$ cat config.mk
export PLATFORM = sky130hd
export DESIGN_NAME = pan_fine_shift
export DESIGN_NICKNAME = d
export VERILOG_FILES = /design/src/rtl/pan_pkg.sv /design/src/rtl/pan_split_track.sv /design/src/rtl/pan_shift_decode.sv /design/src/rtl/pan_drop_ctr.sv /design/src/rtl/pan_pack.sv /design/src/rtl/pan_fine_shift.sv
export SDC_FILE = /design/constraint.sdc
export NUM_CORES = 1
export LEC_CHECK = 0
export BUFFER_PORTS_ARGS = -buffer_cell sky130_fd_sc_hd__buf_2
export CELL_PAD_IN_SITES_DETAIL_PLACEMENT = 1
export CELL_PAD_IN_SITES_GLOBAL_PLACEMENT = 1
export CORE_UTILIZATION = 36
export DETAILED_ROUTE_END_ITERATION = 16
export PLACE_DENSITY = 0.73
export RECOVER_POWER = 100
export SKIP_LAST_GASP = 1
export SYNTH_ARGS = -nofsm -noshare
export SYNTH_HDL_FRONTEND = slang
export SYNTH_HIERARCHICAL = 1
export SYNTH_SLANG_ARGS = --single-unit
$ cat constraint.sdc
create_clock -name clk_i -period 2.9 [get_ports clk_i]
set_clock_uncertainty 0.05 [all_clocks]
set_input_delay 0.145 -clock clk_i [delete_from_list [all_inputs] [get_ports clk_i]]
set_output_delay 0.145 -clock clk_i [all_outputs]
set_load 0.005 [all_outputs]
$ cat src/rtl/pan_pkg.sv
package pan_pkg;
  localparam int SHIFT_W = 4;
  localparam int CNT_W   = 4;

  typedef enum logic [1:0] {
    FMT_STD  = 2'd0,
    FMT_DOT9 = 2'd1,
    FMT_WIDE = 2'd2,
    FMT_ALT  = 2'd3
  } pan_fmt_e;
endpackage

$ cat src/rtl/pan_split_track.sv
module pan_split_track (
  input  logic clk_i,
  input  logic rst_ni,
  input  logic frame_start_i,
  input  logic split_hit_i,
  output logic split_o
);
  logic split_q;

  always_ff @(posedge clk_i or negedge rst_ni) begin
    if (!rst_ni)            split_q <= 1'b0;
    else if (frame_start_i) split_q <= 1'b0;
    else if (split_hit_i)   split_q <= 1'b1;
  end

  // same-cycle hit counts; frame start hides the old flag
  assign split_o = (split_q & ~frame_start_i) | split_hit_i;

  assert_split_set_R6: assert property (@(posedge clk_i) disable iff (!rst_ni)
    (split_hit_i && !frame_start_i) |=> split_q);
  assert_split_clr_R6: assert property (@(posedge clk_i) disable iff (!rst_ni)
    frame_start_i |=> !split_q);
endmodule

$ cat src/rtl/pan_shift_decode.sv
module pan_shift_decode
  import pan_pkg::*;
(
  input  logic [SHIFT_W-1:0] shift_i,
  input  pan_fmt_e           fmt_i,
  input  logic               pan_mode_i,
  input  logic               split_i,
  output logic [CNT_W-1:0]   drop_o
);
  logic [CNT_W-1:0] raw;

  always_comb begin
    unique case (fmt_i)
      FMT_DOT9: raw = (shift_i <= SHIFT_W'(7)) ? CNT_W'(shift_i) + CNT_W'(1) : '0;
      default:  raw = CNT_W'(shift_i[2:0]);
    endcase
    drop_o = (pan_mode_i && split_i) ? '0 : raw;
  end
endmodule

$ cat src/rtl/pan_drop_ctr.sv
module pan_drop_ctr
  import pan_pkg::*;
(
  input  logic             clk_i,
  input  logic             rst_ni,
  input  logic             line_start_i,
  input  logic             valid_i,
  input  logic [CNT_W-1:0] drop_i,
  output logic             pass_o
);
  logic [CNT_W-1:0] rem_q, rem_eff;

  always_comb begin
    rem_eff = line_start_i ? drop_i : rem_q;
    pass_o  = valid_i && (rem_eff == '0);
  end

  always_ff @(posedge clk_i or negedge rst_ni) begin
    if (!rst_ni)                          rem_q <= '0;
    else if (valid_i && rem_eff != '0)    rem_q <= rem_eff - CNT_W'(1);
    else                                  rem_q <= rem_eff;
  end

  assert_rem_bound_R3: assert property (@(posedge clk_i) disable iff (!rst_ni)
    rem_q <= CNT_W'(8));
  assert_rem_step_R1: assert property (@(posedge clk_i) disable iff (!rst_ni)
    (valid_i && !line_start_i && rem_q != '0) |=> (rem_q == $past(rem_q) - CNT_W'(1)));
endmodule

$ cat src/rtl/pan_pack.sv
module pan_pack
  import pan_pkg::*;
#(
  parameter int PIX_W = 8
) (
  input  logic             clk_i,
  input  logic             rst_ni,
  input  logic             line_start_i,
  input  pan_fmt_e         fmt_i,
  input  logic             pass_i,
  input  logic [PIX_W-1:0] pix_i,
  output logic             valid_o,
  output logic [PIX_W-1:0] data_o
);
  localparam int NIB_W = PIX_W / 2;

  pan_fmt_e         fmt_q, fmt_eff;
  logic             half_q, half_eff, wide;
  logic [NIB_W-1:0] hold_q;

  always_comb begin
    fmt_eff  = line_start_i ? fmt_i : fmt_q;
    half_eff = line_start_i ? 1'b0 : half_q;
    wide     = (fmt_eff == FMT_WIDE);
  end

  always_ff @(posedge clk_i or negedge rst_ni) begin
    if (!rst_ni) begin
      fmt_q   <= FMT_STD;
      half_q  <= 1'b0;
      hold_q  <= '0;
      valid_o <= 1'b0;
      data_o  <= '0;
    end else begin
      fmt_q   <= fmt_eff;
      half_q  <= half_eff;
      valid_o <= 1'b0;
      if (pass_i) begin
        if (!wide) begin
          valid_o <= 1'b1;
          data_o  <= pix_i;
        end else if (!half_eff) begin
          hold_q <= pix_i[NIB_W-1:0];
          half_q <= 1'b1;
        end else begin
          valid_o <= 1'b1;
          data_o  <= {hold_q, pix_i[NIB_W-1:0]};
          half_q  <= 1'b0;
        end
      end
    end
  end
endmodule

$ cat src/rtl/pan_fine_shift.sv
module pan_fine_shift
  import pan_pkg::*;
#(
  parameter int PIX_W = 8
) (
  input  logic               clk_i,
  input  logic               rst_ni,
  input  logic               frame_start_i,
  input  logic               line_start_i,
  input  logic               pix_valid_i,
  input  logic [PIX_W-1:0]   pix_data_i,
  input  logic [SHIFT_W-1:0] shift_i,
  input  logic [1:0]         mode_i,
  input  logic               pan_mode_i,
  input  logic               split_hit_i,
  output logic               pix_valid_o,
  output logic [PIX_W-1:0]   pix_data_o
);
  logic             split;
  logic [CNT_W-1:0] drop;
  logic             pass;
  pan_fmt_e         fmt;

  assign fmt = pan_fmt_e'(mode_i);

  pan_split_track u_split (
    .clk_i, .rst_ni, .frame_start_i, .split_hit_i, .split_o(split)
  );

  pan_shift_decode u_dec (
    .shift_i, .fmt_i(fmt), .pan_mode_i, .split_i(split), .drop_o(drop)
  );

  pan_drop_ctr u_ctr (
    .clk_i, .rst_ni, .line_start_i, .valid_i(pix_valid_i), .drop_i(drop), .pass_o(pass)
  );

  pan_pack #(.PIX_W(PIX_W)) u_pack (
    .clk_i, .rst_ni, .line_start_i, .fmt_i(fmt), .pass_i(pass), .pix_i(pix_data_i),
    .valid_o(pix_valid_o), .data_o(pix_data_o)
  );

  assert_out_cause_R1: assert property (@(posedge clk_i) disable iff (!rst_ni)
    pix_valid_o |-> $past(pix_valid_i));
endmodule

==> results of run 1 <==
[area by class of cell]
cell class | count | area (um2)
clock inverter | 1 | 5.00
inverter | 2 | 7.51
sequential | 21 | 526
clock buffer | 3 | 22.5
timing repair buffer | 35 | 194
multi-input combinational | 70 | 569
tap | 42 | 52.6
fill | 319 | 1500
[cells in the final DEF (no fill, tap or decap), types with 3 or more instances in the layout]
cell           synthesis  layout
a31oi_1                4       4
nor2_1                 8       8
o21ai_0                5       5
buf_2                  1      26
mux2_2                 6       5
a21oi_1                3       3
dfrtp_1               21      21
clkbuf_1               0       3
nand3_1                6       7
buf_4                  0       3
nand2_1                3       3
dlygate4sd3_1          0       3
ha_1                   3       3
mux2i_1                6       5
clkbuf_4               0       3
mux2_1                 0       3
[per-layer routing]
metal	global-route usage [%]	vias to the layer above
met4	4.08	0
li1	-	420
met1	19.2	418
met5	0	-
met2	29.6	16
met3	4.69	5
[cell families (layout without fill, tap and decap cells)]
group	after synthesis	in the layout	synth area share, %
compound gates	15	15	8.94
xor+xnor	3	3	2.32
fa+ha+maj	3	3	3.31
buf+inv	4	41	2.10
flops	21	21	46.4
mux	16	16	16.6
simple gates	33	33	20.4
[critical path: stages (launching register included)]
cell      delay (ns)
dfrtp_1         0.38
a21o_1          0.12
and2_1          0.19
a21oi_1         0.06
mux2i_1         0.23
ha_1            0.22
or4bb_4         0.54
a21boi_1        0.17
and2b_2         0.23
mux2_1          0.36
[registers in the layout, indices dropped and copies added, names as in the netlist]
name,flops
u_pack/data_o,8
u_ctr/rem_q,4
u_pack/half_q,1
u_pack/hold_q,4
u_pack/fmt_q,2
u_pack/valid_o,1
u_split/split_q,1
[metrics by stage]
stage / std cells / setup slack [ns] / power (mW) / hold slack, ns / utilization [%]
2_1_floorplan: 95 / 0.0521 / 0.689 / -0.201 / -
3_3_place_gp: 166 / 0.184 / 0.806 / 0.0747 / 46.2
3_5_place_dp: 166 / 0.0931 / 0.831 / 0.0831 / 46.2
4_1_cts: 172 / 0.0869 / 0.977 / 0.00132 / 47.9
5_1_grt: 174 / 0.0435 / 1.03 / -0.0114 / 47.8
6_report: 174 / 0.221 / 0.949 / 0.00990 / 47.8
[worst paths after layout]
path | startpoint | end | slack, ns
min in group asynchronous | rst_ni | u_pack/hold_q[2]$_DFFE_PN0P_ | 0.52
max | u_split/split_q$_DFFE_PN0P_ | u_pack/data_o[3]$_DFFE_PN0P_ | 0.22
max reg2reg | u_split/split_q$_DFFE_PN0P_ | u_pack/data_o[3]$_DFFE_PN0P_ | 0.22
min | pix_data_i[0] | u_pack/hold_q[0]$_DFFE_PN0P_ | 0.01
min reg2reg | u_pack/hold_q[0]$_DFFE_PN0P_ | u_pack/hold_q[0]$_DFFE_PN0P_ | 0.46
max in group asynchronous | rst_ni | u_pack/data_o[3]$_DFFE_PN0P_ | 1.59
[what timing repair did]
item / in CTS / in global routing
hold buffers: 2 / 1
endpoints found under the setup margin: 0 / 11
gates resized for setup: 0 / 2
hold endpoints to repair: 22 / 1
setup buffers: 0 / 1
[power groups by stage]
stage,clock [mW],combinational [mW],sequential (mW)
finish,0.140,0.341,0.467
global route,0.163,0.383,0.483
CTS,0.150,0.357,0.469
detailed placement,0,0.354,0.477
global placement,0,0.338,0.468
floorplan,0,0.221,0.468
==> flow_metrics.env, run 1 <==
export IMPL_finalInstanceArea_um2=1380
export IMPL_crit_fanout=5
export IMPL_grt_pass1_wl_mm=4.19
export IMPL_end_kind="flip-flop"
export IMPL_cts_buffers=3
export IMPL_synth_cell_types=35
export IMPL_wl_per_cell_um=14.3
export IMPL_net_switching_power_mw=0.299
export IMPL_portBuffers=29
export IMPL_final_hold_viol_count=0
export IMPL_firstDrtPassIters=3
export IMPL_post_route_period_util_pct=92.4
export IMPL_synth_most_common_cell="dfrtp_1"
export IMPL_core_area_um2=2880
export IMPL_ys_ff_latch=21
export IMPL_gp_congestion=0.742
export IMPL_syn_area_um2=1130
export IMPL_ir_drop_uv=358
export IMPL_min_path_cells=2
export IMPL_maxSlewViolCount=0
export IMPL_drc_errors=0
export IMPL_p_comb_share_pct=36.0
export IMPL_synth_area_leaders="dfrtp_1 (46%), mux2_2 (6.0%), mux2i_1 (5.3%), mux2_4 (5.3%), ha_1 (3.3%)"
export IMPL_syn_num_nets=119
export IMPL_die_h_um=58.1
export IMPL_syn_avg_cell_area_um2=11.9
export IMPL_async_flop_share_pct=100
export IMPL_synth_commonest_cells="dfrtp_1 (21), nor2_1 (8), mux2_2 (6), mux2i_1 (6), nand3_1 (6)"
export IMPL_fin_tns_setup_ns=0
export IMPL_synth_cells=95
export IMPL_status="finished clean"
export IMPL_synth_edf_count=0
export IMPL_dr_wl_met3_um=78
export IMPL_clockBufferDepth=2
export IMPL_r2r_cells=9
export IMPL_dp_hpwl_mm=1.92
export IMPL_grt_max_degree=22
export IMPL_grt_usage_pct=16.5
export IMPL_max_clock_freq_mhz=373
export IMPL_ios=30
export IMPL_drive_gt1_share_pct=38.6
export IMPL_antenna_cells=0
export IMPL_syn2layout_area_growth_pct=21.4
export IMPL_dieArea_um2=3380
export IMPL_drt_vias_per_instance=4.94
export IMPL_via_count=859
export IMPL_drt_total_wl_mm=2.49
export IMPL_crit_arrival_ns=2.81
export IMPL_maxCapViolations=0
export IMPL_start_kind="flip-flop"
export IMPL_top_layer="met4"
export IMPL_rows=19
export IMPL_p_leak_nw=0.642
export IMPL_grt_overflow=0
export IMPL_ys_warn_count=6
export IMPL_final_nets=157
export IMPL_yosysTopAreaCell="dfrtp_1"
export IMPL_postPlaceCellArea_um2=1330
export IMPL_die_w_um=58.1
export IMPL_antenna_found_initial=0
export IMPL_met1Wirelength_mm=1.04
export IMPL_min_path_type="input port to flip-flop"
export IMPL_slew_headroom_pct=23.6
export IMPL_ys_flop_type="dfrtp_1"
export IMPL_cts_tree="done"
export IMPL_swShare_pct=31.6
export IMPL_root_buffer="clkbuf_4"
export IMPL_pwr_share_clk_pct=14.8
export IMPL_worst_slew_pin_slew_ns=1.15
export IMPL_yosysSeqAreaShare_pct=46.4
export IMPL_worstSetupPathType="flip-flop to flip-flop"
export IMPL_cts_num_sinks=21
export IMPL_clk_pin_slew_worst_paths_ns=0.12
export IMPL_setup_viol=0
export IMPL_grt_pass1_vias=918
export IMPL_first_iter_violations=25
export IMPL_period_minus_slack_ns=2.68
export IMPL_initial_utilization_pct=39.4
export IMPL_rsz0062_at_grt="false"
export IMPL_required_ns=3.03
export IMPL_intPower_mw=0.649
export IMPL_wl_met2_mm=1.34
export IMPL_netlist_area_leader_share_pct=46.4
export IMPL_clk_latency_ns=0.31
export IMPL_ctsHtreeMaxLevel=1
export IMPL_ant_nets=0
export IMPL_seq_power_share_pct=49.3
export IMPL_powerDensity_nw_per_um2=689
(Power assumes the default switching activity.)
==> run 2: changes to the inputs <==
- RECOVER_POWER: 100 -> default
==> run 2 against run 1 <==
Final cell count stayed put. Count of clock-buffer cells in the layout stayed put. Combinational power is 6.5% higher. Critical path type unchanged. Highest routed layer unchanged. Critical endpoint unchanged. Register-to-register slack worse by 0.03 ns.
==> flow_metrics.env, run 2 (synthesized netlist as in run 1, its figures left out) <==
export IMPL_max_clock_freq_mhz=369
export IMPL_intPower_mw=0.668
export IMPL_cts_tree="done"
export IMPL_reg_top3="u_pack/data_o: 8 flops, u_ctr/rem_q: 4 flops, u_pack/hold_q: 4 flops"
export IMPL_period_minus_slack_ns=2.71
export IMPL_maxSlewViolCount=0
export IMPL_finalInstanceArea_um2=1400
export IMPL_dp_hpwl_mm=1.92
export IMPL_critPathMaxStageDelay_ns=0.56
export IMPL_rsz0062_at_grt="false"
export IMPL_first_iter_violations=16
export IMPL_grt_pass1_wl_mm=4.19
export IMPL_clockBufferDepth=2
export IMPL_drt_vias_per_instance=4.96
export IMPL_worst_slew_pin_slew_ns=0.476
export IMPL_cts_buffers=3
export IMPL_fin_util_pct=48.7
export IMPL_timing_final_ws_setup_ns=0.194
export IMPL_root_buffer="clkbuf_4"
export IMPL_pwr_share_clk_pct=14.5
export IMPL_drc_errors=0
export IMPL_final_nets=157
export IMPL_portBuffers=29
export IMPL_layout_common_cells="buf_2 (29), dfrtp_1 (21), nor2_1 (8)"
export IMPL_place_ws_ns=0.0931
export IMPL_drive_gt1_share_pct=43.9
export IMPL_status="finished clean"
export IMPL_p_leak_nw=0.663
export IMPL_slew_headroom_pct=68.3
export IMPL_post_route_period_util_pct=93.3
export IMPL_min_path_type="input port to flip-flop"
export IMPL_crit_chain="a21o_1, and2_1, a21oi_1, mux2i_1, ha_1, or4bb_4, a21boi_1, and2b_2, mux2_2"
export IMPL_die_w_um=58.1
export IMPL_ir_drop_uv=364
export IMPL_final_hold_viol_count=0
export IMPL_rows=19
export IMPL_swShare_pct=31.2
export IMPL_cpMaxStageDelayCell="or4bb_4"
export IMPL_powerDensity_nw_per_um2=694
export IMPL_core_area_um2=2880
export IMPL_regMostFlops="u_pack/data_o"
export IMPL_antenna_found_initial=0
export IMPL_grt_max_degree=22
export IMPL_gp_congestion=0.742
export IMPL_largest_register_ffs=8
export IMPL_via_count=863
export IMPL_seq_power_share_pct=48.2
export IMPL_initial_utilization_pct=39.4
export IMPL_wl_per_cell_um=14.2
export IMPL_drt_total_wl_mm=2.48
export IMPL_firstDrtPassIters=4
export IMPL_ant_nets=0
export IMPL_clk_pin_slew_worst_paths_ns=0.12
export IMPL_mostFrequentLayoutCell="buf_2"
export IMPL_clk_latency_ns=0.31
export IMPL_p_comb_share_pct=37.4
export IMPL_worstSetupPathType="flip-flop to flip-flop"
export IMPL_ios=30
export IMPL_postPlaceCellArea_um2=1330
export IMPL_required_ns=3.04
export IMPL_end_kind="flip-flop"
export IMPL_syn2layout_area_growth_pct=23.5
export IMPL_crit_fanout=5
export IMPL_cts_num_sinks=21
export IMPL_ctsHtreeMaxLevel=1
export IMPL_dieArea_um2=3380
export IMPL_grt_overflow=0
export IMPL_fin_tns_setup_ns=0
export IMPL_die_h_um=58.1
export IMPL_grt_usage_pct=16.5
export IMPL_start_kind="flip-flop"
export IMPL_net_switching_power_mw=0.303
export IMPL_crit_arrival_ns=2.85
export IMPL_power_total_mw=0.972
export IMPL_setup_viol=0
export IMPL_maxCapViolations=0
export IMPL_antenna_cells=0
export IMPL_grt_pass1_vias=918
-- run 2: per-stage QoR --
stage          std cells  hold slack [ns]
2_1_floorplan         95           -0.201
3_3_place_gp         166           0.0747
3_5_place_dp         166           0.0831
4_1_cts              172          0.00132
5_1_grt              174          0.00585
6_report             174           0.0242
-- run 2: worst paths after layout --
kind / from / to / slack, ns / cells past startpoint
min: pix_data_i[0] / u_pack/hold_q[0]$_DFFE_PN0P_ / 0.02 / 2
min reg2reg: u_pack/data_o[2]$_DFFE_PN0P_ / u_pack/data_o[2]$_DFFE_PN0P_ / 0.48 / 1
max in group asynchronous: rst_ni / u_pack/data_o[3]$_DFFE_PN0P_ / 2.20 / 2
max reg2reg: u_split/split_q$_DFFE_PN0P_ / u_pack/data_o[3]$_DFFE_PN0P_ / 0.19 / 9
min in group asynchronous: rst_ni / u_pack/hold_q[2]$_DFFE_PN0P_ / 0.26 / 2
max: u_split/split_q$_DFFE_PN0P_ / u_pack/data_o[3]$_DFFE_PN0P_ / 0.19 / 9
-- run 2: layout make-up --
| cell class | instances | area, um2 |
|---|---|---|
| repair buffers | 35 | 198 |
| clock inverters | 1 | 5.00 |
| inverters | 2 | 7.51 |
| well taps | 42 | 52.6 |
| multi-input cells | 70 | 589 |
| flip-flops and latches | 21 | 526 |
| fillers | 314 | 1480 |
| clock buffers | 3 | 22.5 |
-- run 2: routing by layer --
metal | share of wire, % | vias to the layer above | track usage (%) | wire (um)
met5 | 0 | - | 0 | 0
met4 | 0.93 | 0 | 4.08 | 23
met3 | 3.1 | 5 | 4.69 | 78
met2 | 54 | 16 | 29.6 | 1340
met1 | 42 | 421 | 19.2 | 1040
li1 | - | 421 | - | -
-- run 2: worst max-delay path, delay by kind of cell (launching register included) --
| kind | cells | cell delay, ns |
|---|---|---|
| compound gates | 3 | 0.35 |
| simple gates | 3 | 0.98 |
| fa+ha+maj | 1 | 0.22 |
| flops | 1 | 0.38 |
| mux | 2 | 0.59 |
-- run 2: timing repair --
item                                   CTS  global route
endpoints found under the hold margin   22             1
setup endpoints to repair                0            11
resized for setup                        0             2
hold buffers                             2             1
setup buffers                            0             1
-- run 2: power by group through the flow --
stage	combinational, mW	clock [mW]	sequential (mW)
3_3_place_gp	0.338	0	0.468
2_1_floorplan	0.221	0	0.468
5_1_grt	0.407	0.163	0.484
6_report	0.363	0.141	0.468
4_1_cts	0.357	0.150	0.469
3_5_place_dp	0.354	0	0.477
==> run 3: changes to the inputs <==
- CELL_PAD_IN_SITES_DETAIL_PLACEMENT: 1 -> 0
==> run 3 against run 2 <==
Utilization up 0.35 points. Hold slack better by 0.0038 ns. Via count down 4.3%. Flip-flop and latch count unchanged. Global-route usage down 2.7 points. Wire length down 16%. Count of clock-buffer cells in the layout unchanged. First-iteration DRC count up 19%. Cell area up 0.71%. Clock power about the same. Sequential share of layout area down 0.27 points.
==> flow_metrics.env, run 3 (synthesized netlist as in run 1, its figures left out) <==
export IMPL_status="finished clean"
export IMPL_core_area_um2=2880
export IMPL_final_hold_viol_count=0
export IMPL_cts_tree="done"
export IMPL_via_count=826
export IMPL_clk_pin_slew_worst_paths_ns=0.12
export IMPL_final_nets=158
export IMPL_ir_drop_uv=354
export IMPL_drive_gt1_share_pct=45.1
export IMPL_maxCapViolations=0
export IMPL_cpMaxStageDelayCell="or4bb_4"
export IMPL_portBuffers=29
export IMPL_crit_chain="a21o_1, and2_1, a21oi_1, mux2i_1, ha_2, or4bb_4, a21boi_1, and2b_2, mux2_2"
export IMPL_stdcell_count=175
export IMPL_p_leak_nw=0.666
export IMPL_nFillCells=266
export IMPL_largest_register_ffs=8
export IMPL_critPathMaxStageDelay_ns=0.55
export IMPL_rows=19
export IMPL_drt_vias_per_instance=4.72
export IMPL_die_w_um=58.1
export IMPL_critPathBufInv=0
export IMPL_wl_per_cell_um=11.9
export IMPL_clk_latency_ns=0.30
export IMPL_min_path_type="input port to flip-flop"
export IMPL_timing_final_ws_setup_ns=0.244
export IMPL_required_ns=3.04
export IMPL_power_total_mw=0.961
export IMPL_dp_hpwl_mm=1.59
export IMPL_holdWs_ns=0.0280
export IMPL_root_buffer="clkbuf_4"
export IMPL_post_route_period_util_pct=91.6
export IMPL_fin_tns_setup_ns=0
export IMPL_powerDensity_nw_per_um2=682
export IMPL_setup_viol=0
export IMPL_slew_headroom_pct=68.1
export IMPL_die_h_um=58.1
export IMPL_regMostFlops="u_pack/data_o"
export IMPL_antenna_cells=0
export IMPL_ios=30
export IMPL_multi_input_comb_area_um2=592
export IMPL_syn2layout_area_growth_pct=24.4
export IMPL_crit_arrival_ns=2.79
export IMPL_start_kind="flip-flop"
export IMPL_gp_congestion=0.742
export IMPL_drc_errors=0
export IMPL_end_kind="flip-flop"
export IMPL_drt_total_wl_mm=2.08
export IMPL_grt_overflow=0
export IMPL_worst_slew_pin_slew_ns=0.478
export IMPL_clockBufferDepth=2
export IMPL_place_ws_ns=0.125
export IMPL_grt_pass1_vias=802
export IMPL_period_minus_slack_ns=2.66
export IMPL_finalInstanceArea_um2=1410
export IMPL_fin_util_pct=49.0
export IMPL_grt_usage_pct=13.7
export IMPL_maxSlewViolCount=0
export IMPL_crit_fanout=5
export IMPL_first_iter_violations=19
export IMPL_crit_family="simple AND/OR/NAND/NOR gates"
export IMPL_grt_pass1_wl_mm=3.51
export IMPL_postPlaceCellArea_um2=1330
export IMPL_mostFrequentLayoutCell="buf_2"
export IMPL_max_clock_freq_mhz=377
export IMPL_antenna_found_initial=0
export IMPL_reg_top3="u_pack/data_o: 8 flops, u_ctr/rem_q: 4 flops, u_pack/hold_q: 4 flops"
export IMPL_placed_cells_incl_taps=166
export IMPL_seqCellArea_um2=526
export IMPL_firstDrtPassIters=4
export IMPL_grt_max_degree=22
export IMPL_cts_num_sinks=21
export IMPL_layout_common_cells="buf_2 (29), dfrtp_1 (21), nor2_1 (8)"
export IMPL_dieArea_um2=3380
export IMPL_cts_buffers=3
export IMPL_ctsHtreeMaxLevel=1
export IMPL_worstSetupPathType="flip-flop to flip-flop"
export IMPL_initial_utilization_pct=39.4
export IMPL_ant_nets=0
[run 3: routing by layer]
metal  global-route usage (%)  wire length (um)
met1                     16.9               985
met2                     23.8              1030
met3                     4.69                50
met4                     2.04                11
met5                        0                 0
[run 3: final timing paths]
check | startpoint | end | slack, ns | cells after the start
max | u_split/split_q$_DFFE_PN0P_ | u_pack/data_o[1]$_DFFE_PN0P_ | 0.24 | 9
min in group asynchronous | rst_ni | u_pack/data_o[6]$_DFFE_PN0P_ | 0.27 | 2
min | pix_data_i[0] | u_pack/hold_q[0]$_DFFE_PN0P_ | 0.03 | 2
max reg2reg | u_split/split_q$_DFFE_PN0P_ | u_pack/data_o[1]$_DFFE_PN0P_ | 0.24 | 9
max in group asynchronous | rst_ni | u_pack/data_o[3]$_DFFE_PN0P_ | 2.19 | 2
min reg2reg | u_pack/data_o[1]$_DFFE_PN0P_ | u_pack/data_o[1]$_DFFE_PN0P_ | 0.46 | 1
[run 3: worst reg2reg max path: stages (launching register included)]
cell and delay, ns:
dfrtp_1 0.37, a21o_1 0.11, and2_1 0.19, a21oi_1 0.06
mux2i_1 0.24, ha_2 0.23, or4bb_4 0.55, a21boi_1 0.18
and2b_2 0.23, mux2_2 0.34
[run 3: final cells by class]
type,instances,share of cell area (%)
multi-input cells,70,42.0
flip-flops and latches,21,37.3
repair buffers,36,14.6
well taps,42,3.73
clock buffers,3,1.60
inverters,2,0.532
clock inverters,1,0.355
[run 3: power breakdown]
group / internal, mW / switching [mW] / total [mW]
clock network: 0.0514 / 0.0872 / 0.139
logic: 0.212 / 0.148 / 0.360
registers: 0.409 / 0.0529 / 0.462
[run 3: repair_timing]
item,CTS,global route
hold buffers,2,1
gates resized for setup,0,3
setup endpoints to repair,0,12
buffers inserted,0,2
hold endpoints to repair,22,1
